### config.mk
export PLATFORM = sky130hd
export DESIGN_NAME = irq_share_agg
export DESIGN_NICKNAME = d
export VERILOG_FILES = /design/src/rtl/irq_share_pkg.sv /design/src/rtl/irq_level_tracker.sv /design/src/rtl/irq_line_counter.sv /design/src/rtl/irq_share_agg.sv
export SDC_FILE = /design/constraint.sdc
export NUM_CORES = 1
export LEC_CHECK = 0
export CAP_MARGIN = 40
export CORE_UTILIZATION = 50
export DETAILED_ROUTE_END_ITERATION = 8
export PLACE_DENSITY = 0.75
export SETUP_SLACK_MARGIN = 0.3
export SLEW_MARGIN = 20
export SYNTH_ARGS = -nofsm -noshare
export SYNTH_HDL_FRONTEND = slang
export SYNTH_SLANG_ARGS = --single-unit
export TNS_END_PERCENT = 20
### constraint.sdc
create_clock -name clk -period 5.2 [get_ports clk]
set_input_delay 1.04 -clock clk [delete_from_list [all_inputs] [get_ports clk]]
set_output_delay 1.04 -clock clk [all_outputs]
set_load 0.1 [all_outputs]
### src/rtl/irq_share_pkg.sv
// Package: shared constants and the pin-to-line routing rule.
// Assumes four shared lines and four pins per function.
package irq_share_pkg;
    localparam int NUM_LINES = 4;
    localparam int PINS_PER_FUNC = 4;

    // Route pin p of function f to a root line.
    function automatic int route_line(input int f, input int p,
                                      input int num_direct,
                                      input int levels,
                                      input int bridge_base);
        int acc;
        if (f < num_direct) begin
            acc = p + f;
        end else begin
            acc = p + (f - num_direct);
            for (int k = 0; k < levels; k++) begin
                acc = acc + bridge_base + k;
            end
        end
        return acc % NUM_LINES;
    endfunction
endpackage

### src/rtl/irq_level_tracker.sv
// Level tracker: holds the last sampled level of every pin and flags
// rises and falls against it. Assumes pins are synchronous to clk.
module irq_level_tracker #(
    parameter int NPINS = 24
) (
    input  logic             clk,
    input  logic             rst_n,
    input  logic [NPINS-1:0] pins,
    output logic [NPINS-1:0] level,
    output logic [NPINS-1:0] rise,
    output logic [NPINS-1:0] fall
);
    // Store the sampled pin levels, cleared by reset.
    always_ff @(posedge clk) begin
        if (!rst_n) level <= '0;
        else        level <= pins;
    end

    // Flag differences between the pins and the stored copy.
    always_comb begin
        rise = pins & ~level;
        fall = ~pins & level;
    end

    // An unchanged pin vector leaves the stored copy stable.
    assert_hold_stable_R2: assert property (@(posedge clk) disable iff (!rst_n)
        (pins == level) |=> $stable(level));

    // The stored copy follows the pins one edge later.
    assert_follow_R10: assert property (@(posedge clk) disable iff (!rst_n)
        $past(rst_n) |-> (level == $past(pins)));
endmodule

### src/rtl/irq_line_counter.sv
// Line counter: nets rising and falling pins that target one line and
// keeps the count of asserted pins. Assumes the masks come from the tracker.
module irq_line_counter #(
    parameter int NPINS = 24,
    parameter int CNT_W = 5
) (
    input  logic             clk,
    input  logic             rst_n,
    input  logic [NPINS-1:0] inc_mask,
    input  logic [NPINS-1:0] dec_mask,
    output logic [CNT_W-1:0] count,
    output logic             line_on
);
    logic [CNT_W:0] n_inc;
    logic [CNT_W:0] n_dec;

    // Population count of incoming rises and falls.
    always_comb begin
        n_inc = '0;
        n_dec = '0;
        for (int i = 0; i < NPINS; i++) begin
            n_inc = n_inc + {{CNT_W{1'b0}}, inc_mask[i]};
            n_dec = n_dec + {{CNT_W{1'b0}}, dec_mask[i]};
        end
    end

    // Apply the net change to the counter, cleared by reset.
    always_ff @(posedge clk) begin
        if (!rst_n) count <= '0;
        else        count <= CNT_W'(({1'b0, count} + n_inc) - n_dec);
    end

    // Drive the line while any pin is counted.
    always_comb line_on = (count != '0);

    assert_no_overflow_R9: assert property (@(posedge clk) disable iff (!rst_n)
        ({1'b0, count} <= (CNT_W+1)'(NPINS)));

    assert_no_underflow_R9: assert property (@(posedge clk) disable iff (!rst_n)
        ({1'b0, count} + n_inc >= n_dec));

    assert_idle_stable_R2: assert property (@(posedge clk) disable iff (!rst_n)
        (n_inc == '0 && n_dec == '0) |=> $stable(count));
endmodule

### src/rtl/irq_share_agg.sv
// Top: tracks the levels of all function pins, routes each pin to a shared
// line by the device-number rotation (with bridge levels), and counts
// asserted pins per line. Assumes synchronous pins and reset.
module irq_share_agg #(
    parameter int NUM_FUNCS       = 6,
    parameter int NUM_DIRECT      = 4,
    parameter int BRIDGE_LEVELS   = 2,
    parameter int BRIDGE_DEV_BASE = 1,
    localparam int NPINS          = NUM_FUNCS * irq_share_pkg::PINS_PER_FUNC,
    localparam int CNT_W          = $clog2(NPINS + 1)
) (
    input  logic                                  clk,
    input  logic                                  rst_n,
    input  logic [NPINS-1:0]                      irq_pins,
    output logic [irq_share_pkg::NUM_LINES-1:0]   irq_out,
    output logic [irq_share_pkg::NUM_LINES*CNT_W-1:0] line_count
);
    import irq_share_pkg::*;

    logic [NPINS-1:0] level, rise, fall;
    logic [NPINS-1:0] inc_mask [NUM_LINES];
    logic [NPINS-1:0] dec_mask [NUM_LINES];
    logic [CNT_W-1:0] cnt      [NUM_LINES];

    irq_level_tracker #(.NPINS(NPINS)) u_track (
        .clk(clk), .rst_n(rst_n), .pins(irq_pins),
        .level(level), .rise(rise), .fall(fall)
    );

    // Steer every pin's rise and fall onto its routed line.
    for (genvar l = 0; l < NUM_LINES; l++) begin : g_line
        for (genvar i = 0; i < NPINS; i++) begin : g_pin
            localparam int ROUTE = route_line(i / PINS_PER_FUNC,
                                              i % PINS_PER_FUNC,
                                              NUM_DIRECT, BRIDGE_LEVELS,
                                              BRIDGE_DEV_BASE);
            if (ROUTE == l) begin : g_hit
                assign inc_mask[l][i] = rise[i];
                assign dec_mask[l][i] = fall[i];
            end else begin : g_miss
                assign inc_mask[l][i] = 1'b0;
                assign dec_mask[l][i] = 1'b0;
            end
        end

        irq_line_counter #(.NPINS(NPINS), .CNT_W(CNT_W)) u_cnt (
            .clk(clk), .rst_n(rst_n),
            .inc_mask(inc_mask[l]), .dec_mask(dec_mask[l]),
            .count(cnt[l]), .line_on(irq_out[l])
        );
        assign line_count[l*CNT_W +: CNT_W] = cnt[l];
    end

    // Counter total across lines, used to check against the stored levels.
    logic [CNT_W+1:0] cnt_total;
    always_comb begin
        cnt_total = '0;
        for (int l = 0; l < NUM_LINES; l++) cnt_total = cnt_total + (CNT_W+2)'(cnt[l]);
    end

    assert_sum_matches_R3: assert property (@(posedge clk) disable iff (!rst_n)
        $past(rst_n) |-> (cnt_total == (CNT_W+2)'($countones(level))));

    assert_reset_clear_R8: assert property (@(posedge clk)
        !rst_n |=> (irq_out == '0));
endmodule

==> results of run 1 <==
## synth_stat cells
cell	instances	area share
ha_1	40	0.15
nand3_1	5	0.0074
a2111oi_2	2	0.0089
nor3_1	2	0.0030
dfxtp_1	44	0.26
buf_4	4	0.0089
clkbuf_1	3	0.0033
nor3b_1	2	0.0045
nor2_1	11	0.012
inv_2	1	0.0011
nor2b_1	42	0.078
xor2_1	4	0.010
and2_1	30	0.056
nand2b_1	12	0.022
inv_1	76	0.085
xnor2_1	8	0.021
a21oi_1	10	0.015
nor4_1	2	0.0037
nand2_1	9	0.010
o21bai_1	2	0.0045
buf_2	1	0.0015
a21o_1	4	0.0089
mux2i_1	4	0.012
fa_1	36	0.21
## state kept, by name, summed over array words and instances, names as in the netlist
register and count:
u_track.level 24, g_line.u_cnt.count 20
## layout make-up
type	instances	area, µm²
Inverter	77	289
Timing Repair Buffer	77	897
Tap cell	77	96.3
Multi-Input combinational cell	225	2190
Fill cell	509	1980
Sequential cell	44	881
Clock buffer	8	90.1
## metrics by stage
step | worst slack [ns] | TNS [ns]
floorplan | 0.549 | 0
global placement | -0.0294 | -0.0373
detailed placement | -0.135 | -0.239
CTS | 0.292 | 0
global route | 0.162 | 0
finish | 0.333 | 0
## what timing repair did
| action | 4_1_cts | 5_1_grt |
|---|---|---|
| resized for setup | 7 | 2 |
| setup buffers | 1 | 0 |
| pin swaps | 4 | 2 |
| setup endpoints to repair | 2 | 4 |
## critical path, stage by stage
cell and delay (ns):
clkdlybuf4s50_1 0.48, nor2b_1 0.05, ha_1 0.27, inv_1 0.05, fa_1 0.51, fa_1 0.44, fa_1 0.54, inv_1 0.05
fa_1 0.44, inv_1 0.08, ha_2 0.19, inv_1 0.05, fa_2 0.33, nand2b_4 0.16, a2111oi_4 0.27, o21bai_1 0.14
## kinds of logic after synthesis
group / synth area share
and+or+nand+nor: 0.197
buffers and inverters: 0.0995
adders and majority gates: 0.362
DFF: 0.261
AOI/OAI and AO/OA: 0.0371
xor gates and xnor gates: 0.0312
muxes: 0.0119
## worst max-delay path by stage
stage	startpoint	to
after global routing	irq_pins[2]	g_line[2].u_cnt.count[4]
after detailed placement	irq_pins[4]	g_line[1].u_cnt.count[4]
final	irq_pins[2]	g_line[2].u_cnt.count[4]
after CTS	irq_pins[1]	g_line[1].u_cnt.count[4]
after global placement	irq_pins[4]	g_line[1].u_cnt.count[4]
after floorplan	irq_pins[1]	g_line[1].u_cnt.count[4]
## layer usage
metal  up-vias  track usage
met2        31        0.334
met4         0       0.0611
met1      1133        0.218
met5         -            0
li1       1204            -
met3         8       0.0307
==> metrics.md, run 1 <==
| Metric | Value |
|---|---|
| Status | complete, but fails checks |
| Failing checks | DRC |
| Total track usage | 0.183 |
| Mapped Area | 3370 µm² |
| Drt via density | 4.68 |
| Hold crit path type | flip-flop to flip-flop |
| CP Data Required Time | 5.44 ns |
| Ys Warns | 0 |
| Avg Inst Size Synth | 9.52 µm² |
| Seq/Total Area, Yosys | 0.261 |
| Clock Skew | 0.00823 ns |
| Hold Crit Depth | 3 |
| WL final | 5900 µm |
| Hold Path End | g_line[3].u_cnt.count[0] |
| Vias in the first global route | 2453 |
| Yosys cell types | 24 |
| Core Area | 6420 µm² |
| Met2 WL | 3000 µm |
| Period utilization | 0.936 |
| Initial DRT Pass Iterations | 6 |
| Largest net degree at the start of global routing | 42 |
| Slew Limit Fails | 0 |
| Initial Util | 0.525 |
| Share of layout cells above drive strength 1 | 0.0974 |
| Critical Path Fanout Max | 3 |
| Antenna Diode Count | 0 |
| Die X | 84.1 µm |
| Placed cell area | 4310 µm² |
| P&R area growth vs syn | 31.8% |
| Gate Count Post-Synth | 354 |
| RSZ-0062 raised after global routing | yes |
| Setup violators final | 0 |
| Worst r2r path cells | 15 |
| Antenna-violating nets left | 0 |
| Ports | 50 |
| Layout Nets | 532 |
| Critical Path Start Type | input port |
| Htree depth | 2 |
| Hold path startpoint | u_track.level[12] |
| Wire per inst | 11.6 µm |
| Final hold vios | 0 |
| Later-pin clock latency in the skew report | 0.31 ns |
| TritonCTS clock tree | done |
| Net count after synthesis | 456 |
| Hold WS | 0.627 ns |
| Max Cap Violations | 0 |
| Hold_buf cts | 0 |
| Clock transition at path regs | 0.08 ns |
| Routed wl met3 | 174 µm |
| Placed cells | 499 |
| Initial antenna violation count | 0 |
| CTS Buffer Depth | 2 |
| Core Rows | 29 |
| Uppermost layer routed | met4 |
| Fmax | 205 MHz |
| Post-route design area | 4440 µm² |
| DR DRC count | 8 |
| Full die area | 7070 µm² |
| First-pass GRT wire length | 10200 µm |
| Reg-to-Reg Start | u_track.level[2] |
| Post-detail-place hpwl | 4700 µm |
| Worst-margin pin slew | 0.376 ns |
| Endpoint type of the worst setup path | flip-flop |
| Die H | 84.1 µm |
| Drt first-iter violations | 50 |
| Fin util | 0.692 |
| Root buffer cell | clkbuf_8 |
| Total global routing overflow | 0 |
| Gpl congestion | 0.802 |
| Register bit total from synthesis | 44 |
| DR vias | 2376 |
| Min Tclk post-route | 4.87 ns |
| Slew margin rel. | 0.750 |
| Metal1 wirelength | 2640 µm |
| Number of port buffers | 49 |
| FF-to-FF setup slack | 1.17 ns |
| Post-Layout Cell Count | 508 |
| Commonest non-fill, non-tap cell in the layout | inv_1 |
| # clock sinks | 44 |
| CTS Buf Count | 5 |
| CP Class | input port to flip-flop |
| Commonest cells after routing, fill and taps aside | inv_1 (76), clkdlybuf4s50_1 (46), dfxtp_1 (44) |
| Worst Path Arrival | 5.10 ns |
| Reg-to-reg critical path endpoint | g_line[2].u_cnt.count[4] |
Power of run 1 is not shown: default switching activity piles up to over one toggle a cycle in this logic, so the estimate is an artifact.
==> run 2, diff against run 1 <==
- CORE_MARGIN: not set -> 3
==> run 2 against run 1 <==
Effect of this change:
- the flow now finishes without violations
- fmax increased by 1.9%
- clock skew about the same
- worst setup slack improved by 0.089 ns
- die area increased by 9.7%
- hold slack got worse by 0.0024 ns
- register-to-register slack got worse by 0.07 ns
- final area decreased by 0.20%
- core utilization decreased by 0.52 points
- global-route usage decreased by 1.7 points
- non-clock buffer count unchanged
- sequential share of layout area about the same
- final cell count unchanged
- critical path type unchanged
- critical endpoint is now g_line[0].u_cnt.count[4]
- largest cell class unchanged
==> metrics.md, run 2 (same netlist as run 1, synthesis figures left out) <==
| Metric | Value |
|---|---|
| Total track usage | 0.166 |
| Total global routing overflow | 0 |
| Full die area | 7760 µm² |
| Htree depth | 2 |
| Hold crit path type | flip-flop to flip-flop |
| Drt via density | 4.67 |
| Antenna-violating nets left | 0 |
| First-pass GRT wire length | 10100 µm |
| Gpl congestion | 0.785 |
| Setup TNS | 0 ns |
| DR vias | 2372 |
| Vias in the first global route | 2404 |
| Status | finished clean |
| Initial Util | 0.522 |
| Max reg flops | 24 |
| Die H | 88.1 µm |
| Slew margin rel. | 0.599 |
| DR DRC count | 0 |
| Biggest registers after layout | u_track.level (24), g_line.u_cnt.count (20) |
| Initial DRT Pass Iterations | 4 |
| Core Rows | 29 |
| Period utilization | 0.919 |
| Endpoint type of the worst setup path | flip-flop |
| P&R area growth vs syn | 31.6% |
| Worst-margin pin slew | 0.599 ns |
| TritonCTS clock tree | done |
| Number of port buffers | 49 |
| CP Class | input port to flip-flop |
| Later-pin clock latency in the skew report | 0.30 ns |
| Reg-to-Reg Start | u_track.level[2] |
| Root buffer cell | clkbuf_8 |
| Antenna Diode Count | 0 |
| Hold WS | 0.625 ns |
| Setup violators final | 0 |
| Reg with most FFs | u_track.level |
| Commonest non-fill, non-tap cell in the layout | inv_1 |
| Core Area | 6460 µm² |
| Layout Nets | 532 |
| Worst setup path start | irq_pins[7] |
| Wire per inst | 11.6 µm |
| Fmax | 209 MHz |
| Max Cap Violations | 0 |
| # clock sinks | 44 |
| CTS Buf Count | 5 |
| WL final | 5910 µm |
| Slew Limit Fails | 0 |
| Hold_buf cts | 0 |
| Layout filler cell count | 509 |
| Hold path startpoint | u_track.level[13] |
| Final hold vios | 0 |
| Clock Skew | 0.00812 ns |
| Share of layout cells above drive strength 1 | 0.104 |
| Largest net degree at the start of global routing | 26 |
| Worst Path Arrival | 5.00 ns |
| CP Data Required Time | 5.42 ns |
| Drt first-iter violations | 41 |
| CTS Buffer Depth | 2 |
| Commonest cells after routing, fill and taps aside | inv_1 (76), clkdlybuf4s50_1 (45), dfxtp_1 (44) |
| Ports | 50 |
| RSZ-0062 raised after global routing | yes |
| Die X | 88.1 µm |
| Clock transition at path regs | 0.09 ns |
| Post-detail-place hpwl | 4870 µm |
| Initial antenna violation count | 0 |
| Min Tclk post-route | 4.78 ns |
| Critical Path Fanout Max | 3 |
| Critical Path Start Type | input port |
==> run 2: through the flow <==
step	area, µm²	worst slack (ns)	std cells	utilization
floorplan	3370	0.549	354	-
CTS	4410	0.299	508	0.683
finish	4430	0.422	508	0.687
global route	4430	0.236	508	0.687
global placement	3930	-0.0327	475	0.609
detailed placement	4290	-0.124	499	0.665
==> run 2: layer usage <==
metal / wire length, µm / GRT usage / up-vias / part of all wire
met1: 2760 / 0.209 / 1128 / 0.47
met5: 0 / 0 / - / 0
met3: 202 / 0.0386 / 5 / 0.034
li1: - / - / 1205 / -
met4: 57 / 0.0508 / 0 / 0.0096
met2: 2890 / 0.284 / 34 / 0.49
==> run 2: worst max-delay path, stage by stage <==
cell and delay, ns:
clkdlybuf4s50_1 0.49, nor2b_1 0.05, ha_1 0.26, inv_1 0.05, fa_1 0.53, inv_1 0.05
fa_1 0.47, inv_1 0.05, fa_1 0.55, fa_1 0.42, ha_1 0.24, fa_1 0.41
nand3_1 0.12, a21oi_1 0.07, nor3b_1 0.19
==> run 2: repair_timing <==
| action | CTS | global route |
|---|---|---|
| hold endpoints to repair | 0 | 0 |
| resized for setup | 7 | 4 |
| setup buffers | 1 | 0 |
| setup endpoints to repair | 2 | 5 |
| pin swaps | 4 | 1 |
==> run 2: final cells by class <==
class,count,area [µm²],area share
multi-input combinational,225,2190,0.494
sequential,44,881,0.199
timing repair buffer,77,883,0.199
clock inverter,2,10.0,0.00226
clock buffer,6,82.6,0.0186
inverter,77,289,0.0652
tap,77,96.3,0.0217
==> run 2: worst paths after layout <==
path,to,slack (ns),cells past startpoint
worst max-delay path,g_line[0].u_cnt.count[4],0.42,15
worst max register to register,g_line[2].u_cnt.count[4],1.10,15
worst min-delay path,g_line[0].u_cnt.count[0],0.62,3
worst min register to register,g_line[0].u_cnt.count[0],0.62,3
Power of run 2 is left out for the same reason.
==> run 3, diff against run 2 <==
- CTS_CLUSTER_DIAMETER: not set -> 60
==> results of run 3 <==
Final layout, timing and power as in run 2 (identical DEF).
Power of run 3 is left out for the same reason.
